==> config.mk <==
export PLATFORM = sky130hd
export DESIGN_NAME = interval_timer
export DESIGN_NICKNAME = d
export VERILOG_FILES = /design/src/rtl/tmr_pkg.sv /design/src/rtl/tmr_regs.sv /design/src/rtl/tmr_prescale.sv /design/src/rtl/tmr_count.sv /design/src/rtl/interval_timer.sv
export SDC_FILE = /design/constraint.sdc
export NUM_CORES = 1
export LEC_CHECK = 0
export BUFFER_PORTS_ARGS = -buffer_cell sky130_fd_sc_hd__buf_4
export CORE_MARGIN = 3
export CORE_UTILIZATION = 57
export DETAILED_ROUTE_END_ITERATION = 7
export PLACE_DENSITY = 0.78
export SLEW_MARGIN = 10
export SYNTH_ARGS = -nofsm -noshare
export SYNTH_HDL_FRONTEND = slang
export SYNTH_SLANG_ARGS = --single-unit
==> constraint.sdc <==
create_clock -name clk -period 2.88 [get_ports clk]
set_input_delay 0.144 -clock clk [delete_from_list [all_inputs] [get_ports clk]]
set_output_delay 0.144 -clock clk [all_outputs]
set_load 0.005 [all_outputs]
==> src/rtl/tmr_pkg.sv <==
package tmr_pkg;
    localparam int unsigned TMR_AW = 2;

    typedef enum logic [TMR_AW-1:0] {
        REG_COUNT  = 2'd0,
        REG_PERIOD = 2'd1,
        REG_SCALE  = 2'd2,
        REG_CTRL   = 2'd3
    } tmr_reg_e;
endpackage

==> src/rtl/tmr_regs.sv <==
module tmr_regs
    import tmr_pkg::*;
#(
    parameter int unsigned CNT_W = 16,
    parameter int unsigned SCL_W = 8
) (
    input  logic              clk,
    input  logic              rst_n,
    input  logic              wr_en,
    input  logic [TMR_AW-1:0] wr_addr,
    input  logic [CNT_W-1:0]  wr_data,
    output logic [CNT_W-1:0]  period,
    output logic [SCL_W-1:0]  scale,
    output logic              run,
    output logic              load,
    output logic [CNT_W-1:0]  load_val
);
    typedef struct packed {
        logic [CNT_W-1:0] period;
        logic [SCL_W-1:0] scale;
        logic             run;
    } regs_t;

    regs_t    r_q, r_d;
    tmr_reg_e sel;

    assign sel = tmr_reg_e'(wr_addr);

    always_comb begin
        r_d = r_q;
        if (wr_en) begin
            unique case (sel)
                REG_PERIOD: r_d.period = wr_data;
                REG_SCALE:  r_d.scale  = wr_data[SCL_W-1:0];
                REG_CTRL:   r_d.run    = wr_data[0];
                default:    ;
            endcase
        end
    end

    always_ff @(posedge clk) begin
        if (!rst_n) r_q <= '0;
        else        r_q <= r_d;
    end

    assign period   = r_q.period;
    assign scale    = r_q.scale;
    assign run      = r_q.run;
    assign load     = wr_en && (sel == REG_COUNT);
    assign load_val = wr_data;

    AST_PERIOD_WRITE: assert property (@(posedge clk) disable iff (!rst_n)
        (wr_en && sel == REG_PERIOD) |=> (period == $past(wr_data)));
    AST_PERIOD_KEEP: assert property (@(posedge clk) disable iff (!rst_n)
        !(wr_en && sel == REG_PERIOD) |=> $stable(period));
endmodule

==> src/rtl/tmr_prescale.sv <==
module tmr_prescale #(
    parameter int unsigned SCL_W = 8
) (
    input  logic             clk,
    input  logic             rst_n,
    input  logic             run,
    input  logic             restart,
    input  logic [SCL_W-1:0] scale,
    output logic             tick
);
    typedef struct packed {
        logic [SCL_W-1:0] pre;
    } pre_t;

    pre_t pre_q, pre_d;
    logic at_limit;

    assign at_limit = (pre_q.pre >= scale);

    always_comb begin
        pre_d = pre_q;
        if (restart) begin
            pre_d.pre = '0;
        end else if (run) begin
            if (at_limit) pre_d.pre = '0;
            else          pre_d.pre = pre_q.pre + SCL_W'(1);
        end
    end

    always_ff @(posedge clk) begin
        if (!rst_n) pre_q <= '0;
        else        pre_q <= pre_d;
    end

    assign tick = run && !restart && at_limit;

    AST_TICK_NEEDS_RUN: assert property (@(posedge clk) disable iff (!rst_n)
        tick |-> run);
    AST_PRE_HOLD: assert property (@(posedge clk) disable iff (!rst_n)
        (!run && !restart) |=> $stable(pre_q));
    AST_PRE_RESTART: assert property (@(posedge clk) disable iff (!rst_n)
        restart |=> (pre_q.pre == '0));
    AST_PRE_STEP: assert property (@(posedge clk) disable iff (!rst_n)
        (run && !restart && !tick) |=> (pre_q.pre == $past(pre_q.pre) + SCL_W'(1)));
endmodule

==> src/rtl/tmr_count.sv <==
module tmr_count #(
    parameter int unsigned CNT_W = 16
) (
    input  logic             clk,
    input  logic             rst_n,
    input  logic             run,
    input  logic             tick,
    input  logic             load,
    input  logic [CNT_W-1:0] load_val,
    input  logic [CNT_W-1:0] period,
    output logic [CNT_W-1:0] count,
    output logic             irq
);
    typedef struct packed {
        logic [CNT_W-1:0] cnt;
        logic             irq;
    } cnt_t;

    cnt_t c_q, c_d;

    always_comb begin
        c_d     = c_q;
        c_d.irq = 1'b0;
        if (load) begin
            c_d.cnt = load_val;
        end else if (tick) begin
            if (c_q.cnt == '0) begin
                c_d.cnt = period;
                c_d.irq = (period == '0);
            end else begin
                c_d.cnt = c_q.cnt - CNT_W'(1);
                c_d.irq = (c_q.cnt == CNT_W'(1));
            end
        end
    end

    always_ff @(posedge clk) begin
        if (!rst_n) c_q <= '0;
        else        c_q <= c_d;
    end

    assign count = c_q.cnt;
    assign irq   = c_q.irq;

    AST_IRQ_AT_ZERO: assert property (@(posedge clk) disable iff (!rst_n)
        irq |-> (count == '0));
    AST_DEC_ONE: assert property (@(posedge clk) disable iff (!rst_n)
        (tick && !load && count != '0) |=> (count == $past(count) - CNT_W'(1)));
    AST_RELOAD: assert property (@(posedge clk) disable iff (!rst_n)
        (tick && !load && count == '0) |=> (count == $past(period)));
    AST_LOAD_WINS: assert property (@(posedge clk) disable iff (!rst_n)
        load |=> (count == $past(load_val) && !irq));
    AST_IDLE_HOLD: assert property (@(posedge clk) disable iff (!rst_n)
        (!run && !load) |=> ($stable(count) && !irq));
endmodule

==> src/rtl/interval_timer.sv <==
module interval_timer
    import tmr_pkg::*;
#(
    parameter int unsigned CNT_W = 16,
    parameter int unsigned SCL_W = 8
) (
    input  logic              clk,
    input  logic              rst_n,
    input  logic              wr_en,
    input  logic [TMR_AW-1:0] wr_addr,
    input  logic [CNT_W-1:0]  wr_data,
    output logic              irq,
    output logic [CNT_W-1:0]  count_o
);
    logic [CNT_W-1:0] period;
    logic [SCL_W-1:0] scale;
    logic             run;
    logic             load;
    logic [CNT_W-1:0] load_val;
    logic             tick;

    tmr_regs #(.CNT_W(CNT_W), .SCL_W(SCL_W)) i_regs (
        .clk      (clk),
        .rst_n    (rst_n),
        .wr_en    (wr_en),
        .wr_addr  (wr_addr),
        .wr_data  (wr_data),
        .period   (period),
        .scale    (scale),
        .run      (run),
        .load     (load),
        .load_val (load_val)
    );

    tmr_prescale #(.SCL_W(SCL_W)) i_prescale (
        .clk     (clk),
        .rst_n   (rst_n),
        .run     (run),
        .restart (load),
        .scale   (scale),
        .tick    (tick)
    );

    tmr_count #(.CNT_W(CNT_W)) i_count (
        .clk      (clk),
        .rst_n    (rst_n),
        .run      (run),
        .tick     (tick),
        .load     (load),
        .load_val (load_val),
        .period   (period),
        .count    (count_o),
        .irq      (irq)
    );

    AST_ZERO_PERIOD_IRQ: assert property (@(posedge clk) disable iff (!rst_n)
        (tick && !load && count_o == '0 && period == '0) |=> irq);
endmodule

== Yosys cells after proc, flatten, opt, wreduce, memory -nomap -nowiden ==
Index checks and enable logic that the tools add are counted.
Operators by class
  multiplexer cells: 4
  eq/ne operators: 4
  reduce and logical (&&, ||, !) cells: 13
  order comparisons: 1
  add/sub/neg operators: 2
  bitwise operators: 2
Operators with widths (number)
  2-to-1 mux 17 bit: 2
  zero test 16 bit: 2
  equality test 16 x 1 -> 1 bit (second input constant): 1
  2-to-1 mux 16 bit: 1
  subtractor 16 x 1 -> 16 bit (second input constant): 1
  adder 8 x 1 -> 8 bit (second input constant): 1
  >= comparator 8 bit: 1
  2-to-1 mux 8 bit: 1
  AND reduction 2 bit: 3
  equality test 2 bit (second input constant): 2
  logical AND 1 bit: 3
  OR reduction 3 bit: 1
  equality test 2 x 1 -> 1 bit (second input constant): 1
  zero test 2 bit: 1
  NOT 1 bit: 2
  nonzero test 2 bit: 1
  OR reduction 2 bit: 1
  zero test 1 bit: 1
Storage, ports and cells
  bits of input ports: 21
  register bits after elaboration: 50
  word-level logic and storage cells: 32
  output and inout port bits: 17

== Longest topological paths before layout ==
  depth in word-level cells: 7
  mapped depth: 10
  gate-level depth less buffers: 8

== By module ==
A second synthesis with hierarchy kept.
Unflattened totals
  cell total of the unflattened synthesis: 350
  area, all modules: 3060.4 um^2
Modules (own cells, without submodules)
  tmr_count: seq. area each 340.3 um^2, instances 1, area each 1351.3 um^2, cells each 165
  tmr_regs: seq. area each 500.5 um^2, instances 1, area each 1111.1 um^2, cells each 119
  tmr_prescale: seq. area each 160.2 um^2, instances 1, area each 598.1 um^2, cells each 66

== Least setup slack after synthesis ==
Ideal clock, no wire load.
  path kind: flip-flop to flip-flop
  start: register i_prescale.pre_q[0] (netlist name)
  end: register i_count.c_q, in the netlist i_count.count[2]
  arrival time: 1.943 ns
  data required time: 2.796 ns
  stages on the path, launching flop included: 10
  setup time: 0.084 ns
  path slack: 0.852 ns
  buffers on the path: 2
  clock period less this slack: 2.028 ns
  cells stage by stage: dfxtp_1 -> inv_1 -> ha_1 -> o211ai_1 -> a2111oi_2 -> o31a_1 -> buf_6 -> buf_8 -> a21oi_1 -> o31ai_2
Between the ends
  cells in the longest elaborated chain, start to end: 3
Ends and longest elaborated chain
  start: declaration: line tmr_prescale.sv:15  | pre_t pre_q, pre_d;
  start signal: assignment: line tmr_prescale.sv:32  | else pre_q <= pre_d;
  >= comparator 8 bit: line tmr_prescale.sv:18  | assign at_limit = (pre_q.pre >= scale);
  logical AND 1 bit: line tmr_prescale.sv:35  | assign tick = run && !restart && at_limit;
  nonzero test 2 bit (no source line)
  end signal: assignment: line tmr_count.sv:38  | if (!rst_n) c_q <= '0;
  end signal: assignment: line tmr_count.sv:39  | else c_q <= c_d;
  end: declaration: line tmr_count.sv:19  | cnt_t c_q, c_d;
Every way passes these cells.
A chain may end at the register's enable or synchronous reset.

== Final worst setup path ==
  start: register i_prescale.pre_q[0] (netlist name)
  end: register i_count.c_q, in the netlist i_count.count[9]
Same word-level chain as after synthesis.

==> flow_summary_export.csv <==
group,metric,value,unit
route,ant_nets,0,
place,io_buffers,37,
sta,min_period,2.31,ns
synth,avgSynthCellArea,8.09,um2
sta,timing.fmax,433,MHz
cts,cts.htree.levels,2,
final_layout,drive_gt1_frac,0.159,
sta,tightest_slew,0.750,ns
synth,synthXorXnorAreaFrac,0.0216,
synth,ys_dominant_reg_cell,"dfxtp_1",
route,drtIter0Drc,223,
route,drc,0,
synth,ys.warnings.count,0,
power,leakagePower,1.29,nW
floorplanning,rows,25,
critical_path,critPathCaptureType,"flop",
route,wl,7360,um
cts,root_buffer,"clkbuf_8",
hold_path,hp-start,"wr_data[9]",
sta,rsz0062_at_grt,"false",
sta,tns,0,ns
route,dr.pass1.iters,5,
synth,netlist_top_cells_count,"51 x nand2_1, 50 x dfxtp_1, 34 x nor2_1",
cts,cts_tree,"built",
route,wire_per_inst,16.5,um
power,p_per_area,523,nW/um2
synth,synth_edf_count,0,
synth,ys_seq_area_frac,0.352,
sta,min_period_over_period,0.801,
synth,synth_area_leaders,"dfxtp_1 35%, nand2_1 6.7%, ha_1 5.3%, a21boi_0 4.5%, nor2_1 4.5%",
power,p_seq_frac,0.453,
final_layout,nets,410,
power,peakVddDrop,291,uV
floorplanning,start_util,0.597,
synth,synth_mux_area_frac,0.0392,
critical_path,crit_fanout,18,
global_routing,grt_overflow,0,
synth,synth_compound_area_frac,0.212,
final_layout,antenna_cells,0,
cts,cts_sinks,50,
final_layout,design_area,3220,um2
cts,path_clk_slew,0.10,ns
power,total_power,1.68,mW
critical_path,cp.required,3.10,ns
place,post_dp_cell_area,3090,um2
cts,cts_buffer_depth,2,
synth,synth.cell_area,2840,um2
route,vias_per_cell,6.02,
cts,cts_buffers,5,
synth,synth_top_area_frac,0.352,
cts,clock_latency,0.31,ns
synth,yosys.area_share.simple,0.255,
synth,synth_cell_type_count,55,
cts,ctsHoldBuffers,0,
critical_path,r2r-end,"i_count.count[9]$_SDFFE_PN0P_",
sta,slew_violations,0,
final_layout,fin_cells,445,
floorplanning,fp.dieH,76.6,um
cts,cts_resized,0,
critical_path,rrSetupSlack,0.57,ns
global_routing,grt_pass1_wl,12100,um
synth,synthAdderAreaFrac,0.0529,
sta,setup_viol,0,
power,p_clk_frac,0.319,
place,gp_congestion,0.879,
critical_path,reg2reg_depth,8,
global_routing,grt_max_degree,45,
sta,skew,0.0115,ns
critical_path,arrival,2.53,ns
place,placed_cells,437,
power,swShare,0.304,
global_routing,grt_pass1_vias,2396,
route,num_vias,2678,
global_routing,antenna_found_initial,0,
place,dp_hpwl,5240,um
hold_path,hold_path.class,"input pin to flop",
sta,finalHoldViolations,0,
synth,yosysTopAreaCell,"dfxtp_1",
synth,syn_inst,351,
run_status,status,"finished clean",
floorplanning,die_area,5870,um2
floorplanning,die_w,76.6,um
hold_path,holdPathStages,3,
power,internal_power,1.17,mW
hold_path,holdPathEnd,"i_count.count[9]$_SDFFE_PN0P_",
synth,synth.most_common_cell,"nand2_1",
run,cap_violations,0,
floorplanning,io_pins,38,
global_routing,grt.total_usage,0.258,
cts,cts_setup_buffers,0,
synth,ys_ff_latch,50,
power,p_comb_frac,0.228,
synth,synth_top_family_by_area,"simple AND/OR/NAND/NOR gates",
floorplanning,core_area,4750,um2
final_layout,areaGrowthSynthToFinish,13.2,%
sta,slew-limit-headroom,0.498,
synth,ys_async_sr_fraction,0,
synth,syn_nets,384,
critical_path,timing.rr.start,"i_prescale.pre_q[0]$_SDFFE_PP0P_",
critical_path,crit_path_start_kind,"flop",
power,switchingPower,511,uW
sta,hold_ws,0.0870,ns
critical_path,path_class,"flop to flop",
[power groups by stage]
stage,logic [mW],clock network (mW),registers (mW)
5_1_grt,0.426,0.574,0.767
3_3_place_gp,0.370,0,0.775
4_1_cts,0.378,0.541,0.760
3_5_place_dp,0.376,0,0.776
2_1_floorplan,0.271,0,0.764
6_report,0.383,0.536,0.761
[area by class of cell]
class | instances | area, um2
multi-input cells | 265 | 1650
fillers | 443 | 1540
flip-flops and latches | 50 | 1000
repair buffers | 41 | 308
well taps | 67 | 83.8
clock buffers | 6 | 82.6
inverters | 14 | 52.6
clock inverters | 2 | 38.8
[worst max-delay path, cell delays in order, from the launching register on]
cell and delay, ns:
dfxtp_1 0.42, inv_1 0.07, ha_1 0.28, o211ai_1 0.11, a2111oi_2 0.54, o31a_1 0.21, buf_4 0.24, a21oi_1 0.10
o31ai_1 0.26
[per-layer routing]
layer | share of wire | up-vias | GRT usage
li1 | - | 1287 | -
met1 | 0.48 | 1268 | 0.389
met2 | 0.43 | 113 | 0.357
met3 | 0.072 | 10 | 0.0567
met4 | 0.013 | 0 | 0.0888
met5 | 0 | - | 0
[cells by family after synthesis]
group,Yosys count
compound gates,89
buf+inv,36
mux,11
fa+ha+maj,12
xor+xnor,7
flops,50
simple gates,146
[state kept, by name, summed over array words and instances (netlist names)]
register and flops:
i_count.count 16, i_regs.run 1, i_count.irq 1, i_regs.scale 8
i_regs.period 16, i_prescale.pre_q 8
[worst max-delay path by stage]
stage | startpoint | endpoint | slack [ns] | depth (start not counted)
finish | i_prescale.pre_q[0]$_SDFFE_PP0P_ | i_count.count[9]$_SDFFE_PN0P_ | 0.57 | 8
CTS | i_prescale.pre_q[0]$_SDFFE_PP0P_ | i_count.count[12]$_SDFFE_PN0P_ | 0.60 | 7
global route | i_count.count[0]$_SDFFE_PN0P_ | i_count.count[8]$_SDFFE_PN0P_ | 0.41 | 8
floorplan | i_prescale.pre_q[0]$_SDFFE_PP0P_ | i_count.count[2]$_SDFFE_PN0P_ | 0.85 | 9
global placement | i_prescale.pre_q[0]$_SDFFE_PP0P_ | i_count.count[9]$_SDFFE_PN0P_ | 0.71 | 8
detailed placement | i_prescale.pre_q[0]$_SDFFE_PP0P_ | i_count.count[12]$_SDFFE_PN0P_ | 0.63 | 7
[per-stage QoR]
stage | worst slack, ns | utilization
2_1_floorplan | 0.852 | -
3_3_place_gp | 0.712 | 0.651
3_5_place_dp | 0.632 | 0.651
4_1_cts | 0.601 | 0.676
5_1_grt | 0.406 | 0.676
6_report | 0.573 | 0.676
[cell usage in the layout, fill, tap and decap left out, types with 2 or more instances in the layout]
cell,n
dfxtp_1,50
o22ai_1,2
mux2i_1,10
a211oi_1,4
a31oi_1,10
o21ai_0,21
nand2_1,51
nand3_1,11
o31a_1,4
nand4_1,4
a21boi_1,2
or3_1,4
or2_2,2
a21boi_0,17
nor4_1,9
o211ai_1,3
ha_1,12
or4b_1,2
a21oi_1,14
nand3b_1,2
buf_4,41
nor2_1,34
o31ai_1,2
xor2_1,4
inv_1,14
clkbuf_8,6
nor2b_1,9
xnor2_1,3
nor3_1,9
Note: power is estimated with default switching activity, not from simulation.
